==> src/rtl/rtc_pkg.sv <==
package rtc_pkg;
  localparam int CTL_W = 5;
  localparam int N_ROUTES = 3;

  // bit 0 enable, bit 1 auto-clear, bits 2..4 routes
  typedef struct packed {
    logic rst_route;
    logic wake_route;
    logic irq_route;
    logic autoclr;
    logic enable;
  } rtc_ctl_t;
endpackage

==> src/rtl/rtc_ctrl_regs.sv <==
module rtc_ctrl_regs
  import rtc_pkg::*;
#(
  parameter int CNT_W = 32
) (
  input  logic             clk,
  input  logic             rst_n,
  input  logic             ctl_wr,
  input  rtc_ctl_t         ctl_wdata,
  input  logic             alm_wr,
  input  logic [CNT_W-1:0] alm_wdata,
  output rtc_ctl_t         ctl_q,
  output logic [CNT_W-1:0] alm_q
);
  rtc_ctl_t         ctl_d;
  logic [CNT_W-1:0] alm_d;

  always_comb begin
    ctl_d = ctl_q;
    alm_d = alm_q;
    if (ctl_wr) ctl_d = ctl_wdata;
    if (alm_wr) alm_d = alm_wdata;
  end

  always_ff @(posedge clk or negedge rst_n) begin
    if (!rst_n) begin
      ctl_q <= '0;
      alm_q <= '0;
    end else begin
      ctl_q <= ctl_d;
      alm_q <= alm_d;
    end
  end
endmodule

==> src/rtl/rtc_tick_counter.sv <==
module rtc_tick_counter #(
  parameter int CNT_W = 32
) (
  input  logic             clk,
  input  logic             rst_n,
  input  logic             tick,
  input  logic             load,
  input  logic [CNT_W-1:0] load_val,
  input  logic             clr_on_tick,
  output logic [CNT_W-1:0] cnt_q,
  output logic [CNT_W-1:0] cnt_inc
);
  logic [CNT_W-1:0] cnt_d;
  logic             cnt_ce;

  assign cnt_inc = cnt_q + {{(CNT_W-1){1'b0}}, 1'b1};
  assign cnt_ce  = load | tick;

  always_comb begin
    if (load)             cnt_d = load_val;
    else if (clr_on_tick) cnt_d = '0;
    else                  cnt_d = cnt_inc;
  end

  always_ff @(posedge clk or negedge rst_n) begin
    if (!rst_n)      cnt_q <= '0;
    else if (cnt_ce) cnt_q <= cnt_d;
  end
endmodule

==> src/rtl/rtc_match_unit.sv <==
module rtc_match_unit #(
  parameter int CNT_W = 32
) (
  input  logic             clk,
  input  logic             rst_n,
  input  logic             tick,
  input  logic             load,
  input  logic             enable,
  input  logic [CNT_W-1:0] cnt_inc,
  input  logic [CNT_W-1:0] alm_q,
  output logic             hit,
  output logic             flag_q
);
  logic flag_d;

  // equality is judged on the value the tick produces, so it only fires on arrival
  assign hit = tick & ~load & enable & (cnt_inc == alm_q);

  always_comb begin
    if (!enable)   flag_d = 1'b0;
    else if (tick) flag_d = hit;
    else           flag_d = flag_q;
  end

  always_ff @(posedge clk or negedge rst_n) begin
    if (!rst_n) flag_q <= 1'b0;
    else        flag_q <= flag_d;
  end
endmodule

==> src/rtl/rtc_event_router.sv <==
module rtc_event_router #(
  parameter int N_EV = 3
) (
  input  logic            flag,
  input  logic [N_EV-1:0] route_en,
  output logic [N_EV-1:0] ev
);
  for (genvar g = 0; g < N_EV; g++) begin : g_route
    assign ev[g] = flag & route_en[g];
  end
endmodule

==> src/rtl/rtc_alarm_timer.sv <==
module rtc_alarm_timer
  import rtc_pkg::*;
#(
  parameter int CNT_W = 32
) (
  input  logic             clk,
  input  logic             rst_n,
  input  logic             tick,
  input  logic             cnt_wr,
  input  logic [CNT_W-1:0] cnt_wdata,
  input  logic             alm_wr,
  input  logic [CNT_W-1:0] alm_wdata,
  input  logic             ctl_wr,
  input  logic [CTL_W-1:0] ctl_wdata,
  output logic [CNT_W-1:0] count_o,
  output logic             flag_o,
  output logic             irq_o,
  output logic             wake_o,
  output logic             rst_req_o
);
  rtc_ctl_t            ctl_q;
  logic [CNT_W-1:0]    alm_q;
  logic [CNT_W-1:0]    cnt_inc;
  logic                hit;
  logic [N_ROUTES-1:0] ev;
  logic [N_ROUTES-1:0] route_en;

  rtc_ctrl_regs #(.CNT_W(CNT_W)) u_regs (
    .clk       (clk),
    .rst_n     (rst_n),
    .ctl_wr    (ctl_wr),
    .ctl_wdata (rtc_ctl_t'(ctl_wdata)),
    .alm_wr    (alm_wr),
    .alm_wdata (alm_wdata),
    .ctl_q     (ctl_q),
    .alm_q     (alm_q)
  );

  rtc_tick_counter #(.CNT_W(CNT_W)) u_cnt (
    .clk         (clk),
    .rst_n       (rst_n),
    .tick        (tick),
    .load        (cnt_wr),
    .load_val    (cnt_wdata),
    .clr_on_tick (hit & ctl_q.autoclr),
    .cnt_q       (count_o),
    .cnt_inc     (cnt_inc)
  );

  rtc_match_unit #(.CNT_W(CNT_W)) u_match (
    .clk     (clk),
    .rst_n   (rst_n),
    .tick    (tick),
    .load    (cnt_wr),
    .enable  (ctl_q.enable),
    .cnt_inc (cnt_inc),
    .alm_q   (alm_q),
    .hit     (hit),
    .flag_q  (flag_o)
  );

  assign route_en = {ctl_q.rst_route, ctl_q.wake_route, ctl_q.irq_route};

  rtc_event_router #(.N_EV(N_ROUTES)) u_route (
    .flag     (flag_o),
    .route_en (route_en),
    .ev       (ev)
  );

  assign irq_o     = ev[0];
  assign wake_o    = ev[1];
  assign rst_req_o = ev[2];
endmodule

==> config.mk <==
export PLATFORM = sky130hd
export DESIGN_NAME = rtc_alarm_timer
export DESIGN_NICKNAME = d
export VERILOG_FILES = /design/src/rtl/rtc_pkg.sv /design/src/rtl/rtc_ctrl_regs.sv /design/src/rtl/rtc_tick_counter.sv /design/src/rtl/rtc_match_unit.sv /design/src/rtl/rtc_event_router.sv /design/src/rtl/rtc_alarm_timer.sv
export SDC_FILE = /design/constraint.sdc
export NUM_CORES = 1
export LEC_CHECK = 0
export BUFFER_PORTS_ARGS = -buffer_cell sky130_fd_sc_hd__buf_2
export CAP_MARGIN = 5
export CORE_UTILIZATION = 54
export CTS_CLUSTER_DIAMETER = 30
export DETAILED_ROUTE_END_ITERATION = 10
export PLACE_DENSITY = 0.82
export SKIP_CTS_REPAIR_TIMING = 1
export SYNTH_ARGS = -nofsm -noshare
export SYNTH_HDL_FRONTEND = slang
export SYNTH_HIERARCHICAL = 1
export SYNTH_SLANG_ARGS = --single-unit
==> constraint.sdc <==
create_clock -name clk -period 4 [get_ports clk]
set_input_delay 0.6 -clock clk [delete_from_list [all_inputs] [get_ports clk]]
set_output_delay 0.6 -clock clk [all_outputs]
set_load 0.02 [all_outputs]
* Yosys cells after proc, flatten, opt, wreduce, memory -nomap -nowiden
Cells that the tools add are included.
Operators by class: $add $sub $neg 1, mux-type cells 4, eq/ne operators 2, bitwise logic cells 9
Operators with widths (count):
- two-way mux 32 bit | 2
- adder 32 x 1 -> 32 bit, second input constant | 1
- equality test 32 bit | 1
- AND 1 bit | 7
- two-way mux 1 bit | 2
- != test 2 bit, second input constant | 1
- NOT 1 bit | 1
- OR 1 bit | 1
Storage, ports and cells: register bits after elaboration 70, logic and storage cells 24, bits of input ports 75, output and inout port bits 36

* Depth between registers and ports, before layout
word-level depth 7, depth in mapped cells 18, depth with buffers taken out 16

* Cells and area by module
The synthesis kept the hierarchy.
Modules (own cells, without submodules):
- rtc_tick_counter | instances 1, area an instance 2582.5 µm², cells each 321, sequential area each 800.8 µm²
- rtc_ctrl_regs | instances 1, area an instance 1526.5 µm², cells each 78, sequential area each 925.9 µm²
- rtc_match_unit | instances 1, area an instance 394.1 µm², cells each 48, sequential area each 25.0 µm²
- rtc_event_router | instances 1, area an instance 18.8 µm², cells each 3, sequential area each 0.0 µm²
- rtc_alarm_timer | instances 1, area an instance 6.3 µm², cells each 1, sequential area each 0.0 µm²

* Least setup slack after synthesis
OpenSTA, ideal clock, no wires.
path kind reg2reg, start reg u_cnt.cnt_q[0], end reg u_cnt.cnt_q[15], cell stages (with the launch flop) 18, period minus slack after synthesis 3514 ps, buffers on the path 2, data required time 3880 ps, arrival time 3394 ps, slack 486 ps, library setup time 120 ps, cell sequence dfrtp_1 > ha_1 > nand4_1 > nor4_4 > buf_6 > nand4_1 > xnor2_1 > xnor2_1 > nand4_1 > nor2_1 > and4_1 > and2_1 > inv_1 > nand2_1 > clkbuf_1 > nor3_1 > a22o_1 > a31o_2
Between the ends: cells in the longest elaborated chain, start to end 6
RTL lines:
- from (decl) | RTL line rtc_tick_counter.sv:10 | output logic [CNT_W-1:0] cnt_q,
- from (signal assigned) | RTL line rtc_tick_counter.sv:27 | else if (cnt_ce) cnt_q <= cnt_d;
- adder 32 x 1 -> 32 bit | RTL line rtc_tick_counter.sv:16 | assign cnt_inc = cnt_q + {{(CNT_W-1){1'b0}}, 1'b1};
- net cnt_inc[28] | RTL line rtc_alarm_timer.sv:23 | logic [CNT_W-1:0] cnt_inc;
- equality test 32 bit | RTL line rtc_match_unit.sv:17 | assign hit = tick & ~load & enable & (cnt_inc == alm_q);
- AND 1 bit | RTL line rtc_match_unit.sv:17
- net hit | RTL line rtc_alarm_timer.sv:24 | logic hit;
- AND 1 bit | RTL line rtc_alarm_timer.sv:45 | .clr_on_tick (hit & ctl_q.autoclr),
- two-way mux 32 bit | RTL line rtc_tick_counter.sv:21 | else if (clr_on_tick) cnt_d = '0;
- two-way mux 32 bit | RTL line rtc_tick_counter.sv:20 | if (load) cnt_d = load_val;
The timed path passes the listed nets, and every way through them passes these cells. A chain may end at the register's enable or synchronous reset.

* Final worst setup path
start reg u_cnt.cnt_q[7], end reg u_cnt.cnt_q[17]
Same word-level chain as after synthesis.

==> results.cfg <==
[grt]
gr-total-overflow = 0
grt_pass1_wl_mm = 19.3
antenna_found_initial = 0
grt_pass1_vias = 3736
grt_usage = 0.291
grt_max_degree = 47

[detailed_routing]
vias_per_cell = 5.98
via_count = 3983
finalWirelength_mm = 12.2
antenna_left = 0
dr.pass1.iters = 5
drt_iter0_drc = 343
drc = 0
routedWlPerCell_um = 18.4

[timing]
rsz0062_at_grt = false
slew_headroom = 0.341
hold_violations = 0
slew_viol_final = 0
fin_crit_ns = 3.70
setup_tns_ns = 0
fin_crit_sh = 0.926
worstMarginPinSlew_ns = 0.988
fmax_ghz = 0.270
finalSetupViolations = 0
finalClockSkew_ns = 0.00932

[logic_synthesis]
synth_ff_type = dfrtp_1
syn_nets = 527
syn_avg_cell_area_um2 = 10.0
synth_top_area_cell = dfrtp_1
synth.top_cells.by_area = dfrtp_1 (39%), mux2_4 (9.9%), xnor2_1 (9.7%)
ys_seq_area_frac = 0.387
synth_cell_types = 59
syn_inst = 451
synth_edf_count = 0
ys_warn_count = 6
synthArstFlopShare = 1.00
synth_top_area_frac = 0.387
synth_area_um2 = 4530
ys_ff_latch = 70

[layout]
final_nets = 632
syn_to_final_growth_pct = 17.4
num_antenna_cells = 0
finalNonFillerCells = 666
drive_gt1_frac = 0.333

[setup_path]
crit_type = flop to flop
cp_common_cell = nor2_1
max_stage_delay_ns = 0.51
cp-start-kind = flop
critical-path-slowest-cell = dfrtp_1
crit_path_cell_trace = nand4_2 > nor2_1 > nand3_1 > nor2_1 > xor2_1 > xnor2_1 > nand4_1 > nor4_1 > and4_1 > and2_1 > buf_4 > nand2_1 > o311a_1 > a31oi_1 > o21ai_0
worst_ep_arrival_time_ns = 3.91
critPathMaxFanout = 21
required_ns = 4.21
critPathCaptureType = flop

[clock_network]
cts.sinks = 70
cts_inserted_buffers = 9
cts_tree = yes
clk_pin_slew_ns = 0.07
cts_buffer_depth = 2
cts-root-buf = clkbuf_8
clkLatencyLatePin_ns = 0.35
h-tree-depth = 3

[pwr]
p_leak_nw = 2.34
ir_drop_uv = 165
powerDensity_nw_per_um2 = 339

[floorplanning]
rows = 33
initial_core_util = 0.554
coreArea_um2 = 8180
dieWidth_um = 93.6
dieHeight_um = 93.6
pin_count = 111
die-area_um2 = 8760

[run_status]
outcome = finished clean

[flow_run]
cap_violations = 0

[place]
place_inst = 649
routabilityCongestion = 0.945
dp_hpwl_mm = 9.01
numPortBuffers = 110

[hold_path]
hold_path.class = input pin to async pin
-- power breakdown --
part / total, W / switching, W / leakage, nW / internal (W)
Combinational: 0.000437 / 0.000223 / 1.43 / 0.000214
Clock: 0.000501 / 0.000262 / 0.0861 / 0.000239
Sequential: 0.000866 / 0.0000909 / 0.818 / 0.000775
-- flip-flops by register name, summed over array words and instances, names as in the netlist --
signal,count
u_cnt/cnt_q,32
u_match/flag_q,1
u_regs/alm_q,32
u_regs/ctl_q,5
-- metrics by stage --
stage / total power, W / hold WS, ns / cell area [µm²] / worst slack, ns / utilization
after floorplan: 0.00116 / 0.304 / 4530 / 0.486 / -
after global placement: 0.00130 / 0.481 / 5130 / 0.436 / 0.627
after detailed placement: 0.00131 / 0.493 / 5130 / 0.334 / 0.627
after CTS: 0.00181 / 0.362 / 5300 / 0.292 / 0.648
after global routing: 0.00189 / 0.404 / 5320 / 0.0330 / 0.650
final: 0.00180 / 0.333 / 5320 / 0.297 / 0.650
-- cells in the final DEF (no fill, tap or decap), types with 3 or more instances in the layout --
cell	instances
buf_2	110
dfrtp_1	70
xnor2_1	50
nand2_1	39
o21ai_0	30
mux2_4	30
nor2_1	21
nand3_1	16
buf_4	14
nand4_1	13
nor3_1	13
xor2_1	12
a21oi_1	12
clkbuf_8	10
o31a_1	10
a31oi_1	10
nor4_1	7
mux2_2	7
and2_1	6
inv_1	6
a2bb2oi_1	6
and4_1	5
and3_1	5
nand2b_1	5
a21boi_0	4
a22oi_1	4
clkinv_2	3
nor2b_1	3
mux2i_1	3
o211ai_1	3
-- per-layer routing --
| layer | global-route usage | wire length (µm) |
|---|---|---|
| met5 | 0 | 0 |
| met4 | 0.106 | 268 |
| met3 | 0.0350 | 851 |
| met2 | 0.451 | 5660 |
| met1 | 0.419 | 5440 |
-- kinds of logic after synthesis --
group                    synth area share
adder cells (fa/ha/maj)           0.00276
AO/OA/AOI/OAI                       0.138
buffers and inverters              0.0486
AND/OR/NAND/NOR                     0.180
XOR/XNOR                            0.120
flip-flops                          0.387
multiplexers                        0.124
-- path summary, 6_finish.rpt --
path | from | end | slack, ns | cells past startpoint
min in group clk | cnt_wdata[12] | u_cnt/cnt_q[12] | 0.45 | 3
max in group asynchronous | rst_n | u_cnt/cnt_q[23] | 2.71 | 2
max | u_cnt/cnt_q[7] | u_cnt/cnt_q[17] | 0.30 | 15
min | rst_n | u_regs/alm_q[26] | 0.33 | 1
max reg2reg | u_cnt/cnt_q[7] | u_cnt/cnt_q[17] | 0.30 | 15
min reg2reg | u_regs/ctl_q[3] | u_regs/ctl_q[3] | 0.50 | 1
-- area by class of cell --
cell class / count / area (µm²)
fill: 694 / 2860
multi-input combinational: 344 / 2570
sequential: 70 / 1750
timing repair buffer: 125 / 676
clock buffer: 12 / 145
tap: 105 / 131
clock inverter: 4 / 22.5
inverter: 6 / 22.5
-- cells in the mapped netlist, types with 2 or more instances --
library cell / count
nand2_1: 39
o211ai_1: 3
a2bb2oi_1: 6
clkbuf_1: 15
nor2b_1: 3
o31ai_1: 2
a41oi_1: 2
nor4_1: 7
mux2_2: 7
buf_6: 2
a21boi_0: 4
nand2b_1: 5
and4_1: 5
o21ai_0: 30
a21oi_1: 12
xnor2_1: 50
nor2_1: 22
mux2i_1: 3
dfrtp_1: 70
and3_1: 5
o311a_1: 2
a31oi_1: 10
clkbuf_2: 2
buf_12: 3
inv_1: 6
and2_1: 6
nand3_1: 16
a22oi_1: 4
buf_4: 2
xor2_1: 12
nand4_1: 13
nor3_1: 13
o31a_1: 10
buf_2: 6
mux2_4: 30
-- critical path: cells and delay by family (launching register included) --
| kind | cells | cell delay [ns] |
|---|---|---|
| simple gates | 9 | 1.94 |
| flops | 1 | 0.51 |
| xor+xnor | 2 | 0.44 |
| compound gates | 3 | 0.41 |
| buf+inv | 1 | 0.27 |
Note: power is estimated with default switching activity, not from simulation.
